--- config.mk ---
export PLATFORM = sky130hd
export DESIGN_NAME = serial_adapter
export DESIGN_NICKNAME = d
export VERILOG_FILES = /design/src/rtl/serial_pkg.sv /design/src/rtl/serial_tick_gen.sv /design/src/rtl/serial_tx_mux.sv /design/src/rtl/serial_rx_tap.sv /design/src/rtl/serial_adapter.sv
export SDC_FILE = /design/constraint.sdc
export NUM_CORES = 1
export LEC_CHECK = 0
export ABC_AREA = 1
export BUFFER_PORTS_ARGS = -buffer_cell sky130_fd_sc_hd__buf_2
export CAP_MARGIN = 20
export CORE_MARGIN = 10
export CORE_UTILIZATION = 54
export CTS_CLUSTER_SIZE = 30
export DETAILED_ROUTE_END_ITERATION = 12
export PLACE_DENSITY = 0.73
export SLEW_MARGIN = 0
export SYNTH_ARGS = -nofsm -noshare
export SYNTH_HDL_FRONTEND = slang
export SYNTH_SLANG_ARGS = --single-unit
--- constraint.sdc ---
create_clock -name clk_i -period 5.7 [get_ports clk_i]
set_input_delay 0.57 -clock clk_i [delete_from_list [all_inputs] [get_ports clk_i]]
set_output_delay 0.57 -clock clk_i [all_outputs]
set_load 0.02 [all_outputs]
--- src/rtl/serial_pkg.sv ---
package serial_pkg;
  localparam int MAX_FRAME = 12;

  typedef struct packed {
    logic par_en;
    logic par_odd;
    logic two_stop;
  } frame_fmt_t;

  // control[4:2] -> frame layout; 7-bit codes fold onto 8-bit frames
  function automatic frame_fmt_t decode_fmt(input logic [2:0] sel);
    frame_fmt_t f;
    f.par_en   = ~(sel[2] & ~sel[1]);
    f.par_odd  = sel[0];
    f.two_stop = (sel[2:1] == 2'b00) | (sel == 3'b101);
    return f;
  endfunction

  function automatic logic [3:0] frame_bits(input frame_fmt_t f);
    return 4'd10 + {3'd0, f.par_en} + {3'd0, f.two_stop};
  endfunction
endpackage

--- src/rtl/serial_tick_gen.sv ---
module serial_tick_gen #(
  parameter int SAMPLE_DIV = 4
) (
  input  logic clk_i,
  input  logic rst_ni,
  output logic sample_tick_o,
  output logic bit_tick_o
);
  localparam int PW = (SAMPLE_DIV > 1) ? $clog2(SAMPLE_DIV) : 1;

  logic [PW-1:0] pre_q;
  logic [1:0]    ph_q;

  assign sample_tick_o = (pre_q == PW'(SAMPLE_DIV - 1));
  assign bit_tick_o    = sample_tick_o && (ph_q == 2'd3);

  always_ff @(posedge clk_i or negedge rst_ni) begin
    if (!rst_ni) begin
      pre_q <= '0;
      ph_q  <= '0;
    end else begin
      pre_q <= sample_tick_o ? '0 : pre_q + PW'(1);
      if (sample_tick_o) ph_q <= ph_q + 2'd1;
    end
  end
endmodule

--- src/rtl/serial_tx_mux.sv ---
module serial_tx_mux
  import serial_pkg::*;
(
  input  logic       clk_i,
  input  logic       rst_ni,
  input  logic       clr_i,
  input  logic       bit_tick_i,
  input  frame_fmt_t fmt_i,
  input  logic       pend_i,
  input  logic [7:0] data_i,
  output logic       load_o,
  output logic       tx_o
);
  logic       act_q;
  logic [3:0] cnt_q;
  logic [7:0] hold_q;
  logic       last;
  logic       par;

  assign last   = (cnt_q == frame_bits(fmt_i) - 4'd1);
  assign load_o = bit_tick_i && pend_i && !clr_i && (!act_q || last);
  assign par    = ^hold_q ^ fmt_i.par_odd;

  always_ff @(posedge clk_i or negedge rst_ni) begin
    if (!rst_ni) begin
      act_q  <= 1'b0;
      cnt_q  <= '0;
      hold_q <= '0;
    end else if (clr_i) begin
      act_q <= 1'b0;
      cnt_q <= '0;
    end else if (bit_tick_i) begin
      if (load_o) begin
        hold_q <= data_i;
        cnt_q  <= '0;
        act_q  <= 1'b1;
      end else if (act_q) begin
        if (last) act_q <= 1'b0;
        else      cnt_q <= cnt_q + 4'd1;
      end
    end
  end

  // counter selects the frame bit
  always_comb begin
    tx_o = 1'b1;
    if (act_q) begin
      if (cnt_q == 4'd0)                        tx_o = 1'b0;
      else if (cnt_q <= 4'd8)                   tx_o = hold_q[3'(cnt_q - 4'd1)];
      else if (cnt_q == 4'd9 && fmt_i.par_en)   tx_o = par;
    end
  end

  a_r5_start_follows_load: assert property (@(posedge clk_i) disable iff (!rst_ni)
    load_o |=> !tx_o);
  a_r5_line_holds_between_ticks: assert property (@(posedge clk_i) disable iff (!rst_ni)
    (!bit_tick_i && !clr_i) |=> $stable(tx_o) || $past(clr_i));
endmodule

--- src/rtl/serial_rx_tap.sv ---
module serial_rx_tap
  import serial_pkg::*;
(
  input  logic       clk_i,
  input  logic       rst_ni,
  input  logic       clr_i,
  input  logic       sample_tick_i,
  input  frame_fmt_t fmt_i,
  input  logic       rx_i,
  output logic       done_o,
  output logic [7:0] data_o,
  output logic       perr_o
);
  localparam int DL = 4 * MAX_FRAME + 1;
  localparam int IW = $clog2(DL);

  logic          s1_q, s2_q;
  logic [DL-1:0] dl_q;
  logic [IW-1:0] e_idx;
  logic          pbit;

  // age of the earliest start-bit sample once the frame is complete
  assign e_idx  = IW'(4 * int'(frame_bits(fmt_i)) - 1);
  assign done_o = sample_tick_i && !dl_q[e_idx] && dl_q[e_idx + IW'(1)]
                  && !dl_q[e_idx - IW'(2)];

  for (genvar k = 0; k < 8; k++) begin : g_tap
    assign data_o[k] = dl_q[e_idx - IW'(4 * k + 6)];
  end
  assign pbit   = dl_q[e_idx - IW'(38)];
  assign perr_o = fmt_i.par_en & (^data_o ^ pbit ^ fmt_i.par_odd);

  always_ff @(posedge clk_i or negedge rst_ni) begin
    if (!rst_ni) begin
      s1_q <= 1'b1;
      s2_q <= 1'b1;
      dl_q <= '1;
    end else begin
      s1_q <= rx_i;
      s2_q <= s1_q;
      if (clr_i)              dl_q <= '1;
      else if (sample_tick_i) dl_q <= done_o ? '1 : {dl_q[DL-2:0], s2_q};
    end
  end

  a_r7_single_capture: assert property (@(posedge clk_i) disable iff (!rst_ni)
    done_o |=> !done_o);
endmodule

--- src/rtl/serial_adapter.sv ---
module serial_adapter
  import serial_pkg::*;
#(
  parameter int SAMPLE_DIV = 4  // clocks per sample, >= 3 for the input synchronizer
) (
  input  logic       clk_i,
  input  logic       rst_ni,
  input  logic       cs_i,
  input  logic       rs_i,
  input  logic       rd_i,
  input  logic       wr_i,
  input  logic [7:0] data_i,
  output logic [7:0] data_o,
  output logic       data_oe_o,
  input  logic       rx_i,
  output logic       tx_o
);
  logic       sample_tick, bit_tick;
  logic [2:0] fmt_sel_q;
  frame_fmt_t fmt;
  logic [7:0] tdr_q, rdr_q, rx_byte;
  logic       tdre_q, rdrf_q, ovrn_q, pe_q;
  logic       wr_ctl, wr_tdr, rd_rdr, mreset;
  logic       tx_load, rx_done, rx_perr;
  logic [7:0] status;

  assign wr_ctl = cs_i && wr_i && !rs_i;
  assign wr_tdr = cs_i && wr_i && rs_i;
  assign rd_rdr = cs_i && rd_i && rs_i;
  assign mreset = wr_ctl && (data_i[1:0] == 2'b11);
  assign fmt    = decode_fmt(fmt_sel_q);

  serial_tick_gen #(.SAMPLE_DIV(SAMPLE_DIV)) u_tick (
    .clk_i, .rst_ni, .sample_tick_o(sample_tick), .bit_tick_o(bit_tick)
  );

  serial_tx_mux u_tx (
    .clk_i, .rst_ni, .clr_i(mreset), .bit_tick_i(bit_tick), .fmt_i(fmt),
    .pend_i(!tdre_q), .data_i(tdr_q), .load_o(tx_load), .tx_o
  );

  serial_rx_tap u_rx (
    .clk_i, .rst_ni, .clr_i(mreset), .sample_tick_i(sample_tick), .fmt_i(fmt),
    .rx_i, .done_o(rx_done), .data_o(rx_byte), .perr_o(rx_perr)
  );

  always_ff @(posedge clk_i or negedge rst_ni) begin
    if (!rst_ni) begin
      fmt_sel_q <= 3'b100;
      tdr_q     <= '0;
      tdre_q    <= 1'b1;
    end else begin
      if (wr_ctl) fmt_sel_q <= data_i[4:2];
      if (wr_tdr) tdr_q <= data_i;
      if (mreset)       tdre_q <= 1'b1;
      else if (wr_tdr)  tdre_q <= 1'b0;  // write wins over a same-cycle load
      else if (tx_load) tdre_q <= 1'b1;
    end
  end

  always_ff @(posedge clk_i or negedge rst_ni) begin
    if (!rst_ni) begin
      rdr_q  <= '0;
      rdrf_q <= 1'b0;
      ovrn_q <= 1'b0;
      pe_q   <= 1'b0;
    end else if (mreset) begin
      rdrf_q <= 1'b0;
      ovrn_q <= 1'b0;
      pe_q   <= 1'b0;
    end else if (rx_done) begin
      if (rdrf_q && !rd_rdr) begin
        ovrn_q <= 1'b1;
      end else begin
        rdr_q  <= rx_byte;
        rdrf_q <= 1'b1;
        ovrn_q <= 1'b0;
        pe_q   <= rx_perr;
      end
    end else if (rd_rdr) begin
      rdrf_q <= 1'b0;
      ovrn_q <= 1'b0;
    end
  end

  assign status    = {1'b0, pe_q, ovrn_q, 3'b000, tdre_q, rdrf_q};
  assign data_oe_o = cs_i && rd_i;
  assign data_o    = data_oe_o ? (rs_i ? rdr_q : status) : 8'h00;

  a_r3_master_reset: assert property (@(posedge clk_i) disable iff (!rst_ni)
    mreset |=> tdre_q && !rdrf_q && !ovrn_q && !pe_q && tx_o);
  a_r6_write_clears_empty: assert property (@(posedge clk_i) disable iff (!rst_ni)
    wr_tdr |=> !tdre_q);
  a_r8_read_clears_full: assert property (@(posedge clk_i) disable iff (!rst_ni)
    (rd_rdr && !rx_done && !mreset) |=> !rdrf_q && !ovrn_q);
  a_r9_overrun_keeps_data: assert property (@(posedge clk_i) disable iff (!rst_ni)
    (rx_done && rdrf_q && !rd_rdr && !mreset) |=> ovrn_q && $stable(rdr_q) && $stable(pe_q));
  a_r10_read_meets_done: assert property (@(posedge clk_i) disable iff (!rst_ni)
    (rx_done && rd_rdr && !mreset) |=> rdrf_q && !ovrn_q);
endmodule

# Word level (Yosys, flattened, before mapping)
# Index checks and enable logic that the tools add are counted.
dict set report word_totals {
  out_inout_bits 10
  in_bits 15
  reg_bits 91
  elab_cells 164
}
dict set report op_classes {
  bitwise 10
  addsub 19
  magnitude_cmp 14
  reduce_logical 38
  n_mux 59
  n_eq_ne 9
}
# op count
set ops {}
lappend ops {{49-bit 2-to-1 mux} 3}
lappend ops {{6-bit by 7-bit < comparator with 1-bit output (second input constant)} 12}
lappend ops {{1-bit binary-select mux with 6-bit select} 12}
lappend ops {{1-bit 2-to-1 mux} 35}
lappend ops {{6-bit by 5-bit subtractor with 6-bit output (second input constant)} 4}
lappend ops {{4-bit 2-to-1 mux} 5}
lappend ops {{8-bit 2-to-1 mux} 2}
lappend ops {{8-bit parity} 2}
lappend ops {{1-bit logical AND} 15}
lappend ops {{6-bit by 4-bit subtractor with 6-bit output (second input constant)} 2}
lappend ops {{6-bit subtractor (second input constant)} 2}
lappend ops {{3-bit AND reduction} 3}
lappend ops {{3-bit nonzero test} 3}
lappend ops {{1-bit zero test} 7}
lappend ops {{6-bit by 1-bit adder with 6-bit output (second input constant)} 1}
lappend ops {{2-bit equality test (second input constant)} 3}
lappend ops {{2-bit nonzero test} 3}
lappend ops {{6-bit by 1-bit subtractor with 6-bit output (second input constant)} 1}
lappend ops {{6-bit by 2-bit subtractor with 6-bit output (second input constant)} 1}
lappend ops {{6-bit by 3-bit subtractor with 6-bit output (second input constant)} 1}
lappend ops {{2-bit by 1-bit adder with 2-bit output (second input constant)} 2}
lappend ops {{4-bit by 1-bit adder with 4-bit output} 1}
lappend ops {{4-bit by 1-bit adder with 4-bit output (first input constant)} 1}
lappend ops {{4-bit by 1-bit adder with 4-bit output (second input constant)} 1}
lappend ops {{other kinds (20)} 27}

# Longest topological paths before layout
# Gate-level depths: netlist of the first run.
dict set report depth {
  depth_word 16
  ltp_mapped 22
  depth_no_buf 20
}

# Modules after synthesis
# From an unflattened synthesis of the first run, not the netlist that was laid out.
dict set report hier_totals {
  hier_cells 675
  area_unflattened_um2 5425.2
}
# module instances seq_area_each_um2 cells_each area_per_inst_um2
set by_module_without_submodules {}
lappend by_module_without_submodules {serial_rx_tap 1 1340.0 372 3120.5}
lappend by_module_without_submodules {serial_adapter 1 578.1 133 1126.1}
lappend by_module_without_submodules {serial_tx_mux 1 325.3 152 999.7}
lappend by_module_without_submodules {serial_tick_gen 1 100.1 18 178.9}

# Worst setup path after synthesis of the first run
# Ideal clock, no wire load.
dict set report synth_timing {
  kind {reg-to-reg}
  from {register fmt_sel_q[2]}
  to {register u_tx.hold_q[6]}
  t_required_ns 5.583
  slack_ns 3.324
  period_less_slack_ns 2.376
  n_path_buf 3
  setup_time_ns 0.117
  stages_incl_launch_ff 16
  t_arrival_ns 2.259
  cell_sequence {dfstp_2 > inv_1 > nor2_1 > inv_1 > ha_1 > buf_6 > inv_4 > buf_6 > o22ai_1 > a21oi_1 > nand2_1 > a21oi_4 > inv_1 > buf_4 > nand2_1 > o21ai_2}
}
dict set report synth_between {
  elab_chain_cells 9
}
# item line_no
set synth_lines {}
lappend synth_lines {{start: declaration} serial_adapter.sv:19} ;# logic [2:0] fmt_sel_q;
lappend synth_lines {{start signal: assignment} serial_adapter.sv:53} ;# if (wr_ctl) fmt_sel_q <= data_i[4:2];
lappend synth_lines {{1-bit bitwise AND} serial_pkg.sv:13} ;# f.par_en = ~(sel[2] & ~sel[1]);
lappend synth_lines {{1-bit inverter} serial_pkg.sv:13}
lappend synth_lines {{4-bit by 1-bit adder with 4-bit output} serial_pkg.sv:20} ;# return 4'd10 + {3'd0, f.par_en} + {3'd0, f.two_stop};
lappend synth_lines {{4-bit by 1-bit adder with 4-bit output *} serial_pkg.sv:20}
lappend synth_lines {{4-bit by 1-bit subtractor with 4-bit output *} serial_tx_mux.sv:20} ;# assign last = (cnt_q == frame_bits(fmt_i) - 4'd1);
lappend synth_lines {{4-bit equality test *} serial_tx_mux.sv:20}
lappend synth_lines {{1-bit logical OR *} serial_tx_mux.sv:21} ;# assign load_o = bit_tick_i && pend_i && !clr_i && (!act_q || last);
lappend synth_lines {{1-bit logical AND *} serial_tx_mux.sv:21}
lappend synth_lines {{3-bit AND reduction (no line) *} -}
lappend synth_lines {{end signal: assignment} serial_tx_mux.sv:34} ;# hold_q <= data_i;
lappend synth_lines {{end: declaration} serial_tx_mux.sv:16} ;# logic [7:0] hold_q;
# Mark *: on every way between the ends. The rest lies on a longest branch, timed or not.
# A chain may end at the register's enable or synchronous reset.

# Worst setup path in the final report of the first run
dict set report layout_timing {
  from {register fmt_sel_q[2]}
  to {register u_rx.dl_q[29]}
}
dict set report layout_between {
  elab_chain_cells 14
}
# item line_no
set layout_lines {}
lappend layout_lines {{1-bit bitwise AND} serial_pkg.sv:13}
lappend layout_lines {{1-bit inverter} serial_pkg.sv:13}
lappend layout_lines {{4-bit by 1-bit adder with 4-bit output} serial_pkg.sv:20}
lappend layout_lines {{4-bit by 1-bit adder with 4-bit output *} serial_pkg.sv:20}
lappend layout_lines {{6-bit by 1-bit subtractor with 6-bit output *} serial_rx_tap.sv:23} ;# assign e_idx = IW'(4 * int'(frame_bits(fmt_i)) - 1);
lappend layout_lines {{parallel branches: the longest is 5 deep, another holds 6-bit by 1-bit adder with 6-bit output} -}
lappend layout_lines {{1-bit logical AND *} serial_rx_tap.sv:25} ;# && !dl_q[e_idx - IW'(2)];
lappend layout_lines {{49-bit 2-to-1 mux * (2 in series)} serial_rx_tap.sv:42} ;# else if (sample_tick_i) dl_q <= done_o ? '1 : {dl_q[DL-2:0], s2_q};
lappend layout_lines {{49-bit 2-to-1 mux *} serial_rx_tap.sv:41} ;# if (clr_i) dl_q <= '1;
lappend layout_lines {{end signal: assignment} serial_rx_tap.sv:42}
lappend layout_lines {{end: declaration} serial_rx_tap.sv:18} ;# logic [DL-1:0] dl_q;
# Mark *: on every way between the ends. The select of a mux whose other input is x is not followed.

==> out/metrics.cfg, run 1 <==
[route]
drc_errors = 0
drt_iter0_drc = 257
wire_per_inst_um = 13.8
avgViaCountPerCell = 5.27
ant_nets = 0
drtPass1Iterations = 5
routed_wl_um = 9660
dr_total_vias = 3699

[yosys]
synth_compound_gate_area_share = 0.139
synth_area_um2 = 4840
synthAdderAreaFrac = 0.0233
syn_nets = 597
synth_warnings = 0
syn_avg_cell_area_um2 = 8.44
synth_xor_area_frac = 0.0181
yosysSeqAreaShare = 0.484
syn_inst = 573
synthMuxAreaShare = 0
ys_types = 36
yosys_register_bits = 91
synth_top_family_by_area = simple AND/OR/NAND/NOR gates
yosys.area_share.simple = 0.227

[floorplanning]
coreArea_um2 = 8720
ios = 25
num_rows = 34
initial_core_util = 0.555
dieArea_um2 = 13100
die_height_um = 115
die_w_um = 115

[sta]
final.period_utilization = 0.612
hold_violations = 0
slew-limit-headroom = 0.396
whs_ps = 182
rsz0062_at_grt = false
worst_slew_pin_slew_ps = 905
drv_slew = 0
period_needed_ps = 3490
fin_tns_setup_ps = 0
fin_ws_ps = 2210
max_freq_mhz = 287
setup_viol = 0
finalClockSkew_ps = 11.3

[critical_path]
setup.worst_path.start_class = register
path_max_fanout = 49
crit_arrival_ps = 3770
worstPathRequired_ps = 5980
criticalPathCategory = register to register
worst_setup_path_end_kind = register

[clock_tree]
cts_setup_buffers = 0
numCtsBuffers = 9
clock-sinks = 91
cts_buffer_depth = 2
clockRootBuffer = clkbuf_8
clk_latency_ps = 350
cts_tree = built
cts_hold_buffers = 0
cts_max_level = 3
clk_pin_slew_ps = 100
post_cts_resized = 0

[grt]
grt_pass1_wl_um = 16800
grt_pass1_vias = 3519
grtUsageTotal = 0.154
grt_max_degree = 50
grt_antenna_before_repair = 0
grt-ovfl-total = 0

[layout]
layout.nets = 613
area_growth_pct = 6.46
num_antenna_cells = 0
layout-drive-gt1-share = 0.242

[min_path]
holdCritPathClass = input port to asynchronous set/reset pin

[pwr]
p_leak_uw = 0.00244
power_density_nw_per_um2 = 386
vdd_ir_drop_max_mv = 0.233

[placed_design]
hpwl_um = 7000
gp_congestion = 0.935
pre_cts_ws_ps = 2250
portBuffers = 24

[run_status]
status = finished clean

[run]
drv_cap = 0

[final cells by class]
class | count | area (µm²)
fillers | 778 | 3570
flip-flops and latches | 91 | 2340
repair buffers | 25 | 130
inverters | 97 | 372
well taps | 108 | 135
multi-input cells | 365 | 1970
clock buffers | 11 | 141
clock inverters | 5 | 58.8
[critical path: stages, from the launching register on]
cell	delay, ps
dfstp_2	550
inv_1	40
nor2_1	220
inv_1	140
ha_1	540
inv_4	260
nand2_1	90
nand3_1	90
nand2_1	80
nand2_1	70
a21oi_2	40
nand2_2	120
nand3_2	700
o22ai_1	370
inv_1	100
[path summary, 6_finish.rpt]
check	to	start	slack, ps	cells after the start
worst max-delay path	u_rx.dl_q[29]	fmt_sel_q[2]	2210	14
worst min-delay path	rdr_q[1]	rst_ni	180	1
worst max register to register	u_rx.dl_q[29]	fmt_sel_q[2]	2210	14
worst min register to register	u_rx.s2_q	u_rx.s1_q	360	0
max in group asynchronous	u_rx.dl_q[5]	rst_ni	4540	2
min in group clk_i	u_rx.s1_q	rx_i	320	1
[metal layers]
metal	routed length, µm	vias to the layer above	share of wire	global-route usage
li1	-	1892	-	-
met4	180	0	0.019	0.0543
met5	0	-	0	0
met1	4680	1734	0.48	0.212
met2	4420	56	0.46	0.233
met3	386	17	0.040	0.0314
[report_power, final]
part / total [µW] / switching (µW) / internal, µW
Sequential: 819 / 73.1 / 746
Combinational: 721 / 456 / 265
Clock: 450 / 233 / 217
Total: 1990 / 762 / 1230
[cell usage in the layout (no fill, tap or decap), drive strengths merged]
master	n
bufinv	1
o22ai	54
nand4	2
nor2	14
nand3	52
o21ai	31
inv	100
nor3	1
a22oi	1
o211ai	3
buf	25
o2111ai	1
or2	1
clkbuf	11
nor4	1
xnor2	5
nand2	167
a21oi	15
clkinvlp	1
dfstp	53
a31o	1
xor2	5
nand3b	2
ha	9
dfrtp	38
[Yosys cell counts]
master	count	area, µm²
a21oi_1	13	65.1
a21oi_2	1	8.76
a21oi_4	1	16.3
a22oi_1	1	7.51
a31o_2	1	8.76
buf_2	8	40.0
buf_4	4	30.0
buf_6	7	78.8
clkbuf_1	1	3.75
dfrtp_1	38	951
dfstp_2	53	1390
ha_1	9	113
inv_1	89	334
inv_2	6	22.5
inv_4	1	6.26
inv_6	1	8.76
nand2_1	152	571
nand2_2	15	93.8
nand3_1	44	220
nand3_2	6	60.1
nand3_4	2	35.0
nand3b_1	2	15.0
nand4_1	2	12.5
nor2_1	10	37.5
nor2_2	4	25.0
nor3_4	1	16.3
nor4_1	1	6.26
o2111ai_1	1	8.76
o211ai_1	3	22.5
o21ai_0	17	85.1
o21ai_1	3	15.0
o21ai_2	11	96.3
o22ai_1	54	338
or2_2	1	6.26
xnor2_1	5	43.8
xor2_1	5	43.8
[sequential cells by signal (all words and copies together), names as in the netlist]
signal,flops
rdr_q,8
fmt_sel_q,3
u_rx.dl_q,49
tdr_q,8
u_rx.s1_q,1
pe_q,1
tdre_q,1
u_tx.hold_q,8
u_tx.cnt_q,4
rdrf_q,1
u_tick.ph_q,2
u_tick.pre_q,2
u_tx.act_q,1
ovrn_q,1
u_rx.s2_q,1
[stage by stage]
step / cells / area, µm² / util / power [µW]
6_report: 702 / 5150 / 0.591 / 1990
5_1_grt: 702 / 5150 / 0.591 / 2160
4_1_cts: 702 / 5150 / 0.591 / 2010
3_5_place_dp: 686 / 4950 / 0.568 / 1550
3_3_place_gp: 686 / 4950 / 0.568 / 1530
2_1_floorplan: 573 / 4840 / - / 1410
[kinds of logic (layout without fill, tap and decap cells)]
family / Yosys count / count (layout)
AOI/OAI and AO/OA: 106 / 106
xor gates and xnor gates: 10 / 10
buffers and inverters: 117 / 138
and+or+nand+nor: 240 / 240
DFF: 91 / 91
adders and majority gates: 9 / 9
Note: power is estimated with default switching activity, not from simulation.
==> run 2, diff against run 1 <==
clock period = 3.47 ns   (was 5.7 ns; I/O delays follow)
==> run 2 against run 1 <==
  * Power rose by 62%
  * Routed wire length rose by 2.3%
  * Highest routed layer unchanged
  * Critical endpoint is now pe_q
  * Cell count rose by 0.28%
  * Via count rose by 1.1%
  * Cell area rose by 0.22%
  * Clock power rose by 48%
  * Count of clock-buffer cells in the layout fell by 2
==> out/metrics.cfg, run 2 (synthesis results as in run 1) <==
[run_status]
status = finished clean

[layout]
largest_reg_flops = 49
layout.nets = 615
layout-drive-gt1-share = 0.245
num_antenna_cells = 0
mostFrequentLayoutCell = nand2_1
largest-register = u_rx.dl_q
mostFrequentLayoutCells = 152 x nand2_1, 89 x inv_1, 54 x o22ai_1
area_growth_pct = 6.70

[clock_tree]
clk_pin_slew_ps = 100
cts_buffer_depth = 2
cts_tree = built
cts_max_level = 3
cts_hold_buffers = 0
clk_latency_ps = 370
clockRootBuffer = clkbuf_8
clock-sinks = 91
numCtsBuffers = 9
cts_setup_buffers = 0

[pwr]
total_power_uw = 3210
power_density_nw_per_um2 = 623
pwr-share-clk = 0.207
switchingPower_uw = 1280
vdd_ir_drop_max_mv = 0.264
pwr-share-seq = 0.418
combinationalPowerShare = 0.375
switching_share = 0.399
intPower_uw = 1930
p_leak_uw = 0.00244

[route]
drc_errors = 0
routed_wl_um = 9880
dr_total_vias = 3741
ant_nets = 0
wire_per_inst_um = 14.0
avgViaCountPerCell = 5.31
drt_iter0_drc = 195
drtPass1Iterations = 4

[floorplanning]
die_height_um = 115
num_rows = 34
ios = 25
coreArea_um2 = 8720
initial_core_util = 0.555
die_w_um = 115
dieArea_um2 = 13100

[critical_path]
path_max_fanout = 17
cp-endpoint = pe_q
criticalPathCategory = register to register
crit_start = fmt_sel_q[2]
r2r_cells = 16
setup.worst_path.start_class = register
r2r_slack_ps = 410
r2r_end = pe_q
worstPathRequired_ps = 3780
r2r-start = fmt_sel_q[2]
worst_setup_path_end_kind = register
crit_arrival_ps = 3380

[run]
drv_cap = 0

[sta]
drv_slew = 0
hold_violations = 0
fin_ws_ps = 407
setup_viol = 0
rsz0062_at_grt = false
final.period_utilization = 0.883
worst_slew_pin_slew_ps = 867
slew-limit-headroom = 0.420
max_freq_mhz = 326
period_needed_ps = 3060
finalClockSkew_ps = 13.6
fin_tns_setup_ps = 0

[grt]
grt_pass1_wl_um = 17300
grtUsageTotal = 0.159
grt_antenna_before_repair = 0
grt_pass1_vias = 3638
grt-ovfl-total = 0
grt_max_degree = 60

[placed_design]
pre_cts_ws_ps = 363
hpwl_um = 7230
portBuffers = 24
gp_congestion = 0.967

[min_path]
holdCritPathClass = input port to asynchronous set/reset pin

[run 2: area by class of cell]
type / count / area (µm²)
clock buffer: 9 / 124
clock inverter: 7 / 52.6
fill: 811 / 3560
inverter: 97 / 372
multi-input combinational: 365 / 1980
sequential: 91 / 2340
tap: 108 / 135
timing repair buffer: 27 / 158
[run 2: repair_timing]
action                                  in CTS  in global routing
gates resized for setup                      0                  1
endpoints found under the setup margin       0                 14
hold endpoints to repair                     0                  0
[run 2: worst min-delay path by stage]
stage / from / endpoint / slack, ps / depth (start not counted)
after floorplan: rst_ni / fmt_sel_q[0] / 50 / 0
after global placement: u_rx.s1_q / u_rx.s2_q / 350 / 0
after detailed placement: u_rx.s1_q / u_rx.s2_q / 350 / 0
after CTS: rst_ni / rdr_q[4] / 50 / 1
after global routing: rst_ni / rdr_q[3] / 60 / 1
final: rst_ni / rdr_q[3] / 2 / 1
[run 2: per-layer routing]
| metal | vias up | track usage | part of all wire |
|---|---|---|---|
| met4 | 0 | 0.0551 | 0.013 |
| met3 | 10 | 0.0335 | 0.048 |
| li1 | 1887 | - | - |
| met1 | 1773 | 0.211 | 0.47 |
| met2 | 71 | 0.252 | 0.47 |
| met5 | - | 0 | 0 |
[run 2: power by group through the flow]
stage	clock network (µW)	registers, µW	logic [µW]
global route	725	1370	1390
global placement	0	1360	1170
finish	666	1340	1210
floorplan	0	1330	995
detailed placement	0	1360	1200
CTS	680	1340	1200
[run 2: through the flow]
stage	util	area, µm²	hold slack (ps)	std cells
global route	0.592	5160	62.6	704
global placement	0.571	4980	351	688
floorplan	-	4840	51.4	573
detailed placement	0.571	4980	350	688
finish	0.592	5160	2.36	704
CTS	0.591	5150	49.8	704
[run 2: worst max-delay path, cell delays in order (launching register included)]
cell	delay, ps
dfstp_2	550
inv_1	40
nor2_1	220
inv_1	130
ha_1	550
inv_4	150
nand2_1	110
nand3_1	90
nand2_1	130
nand2_1	70
a21oi_2	140
nand2_2	120
inv_2	120
nand3_4	210
nor2_1	220
nand3_1	100
nand2_1	60
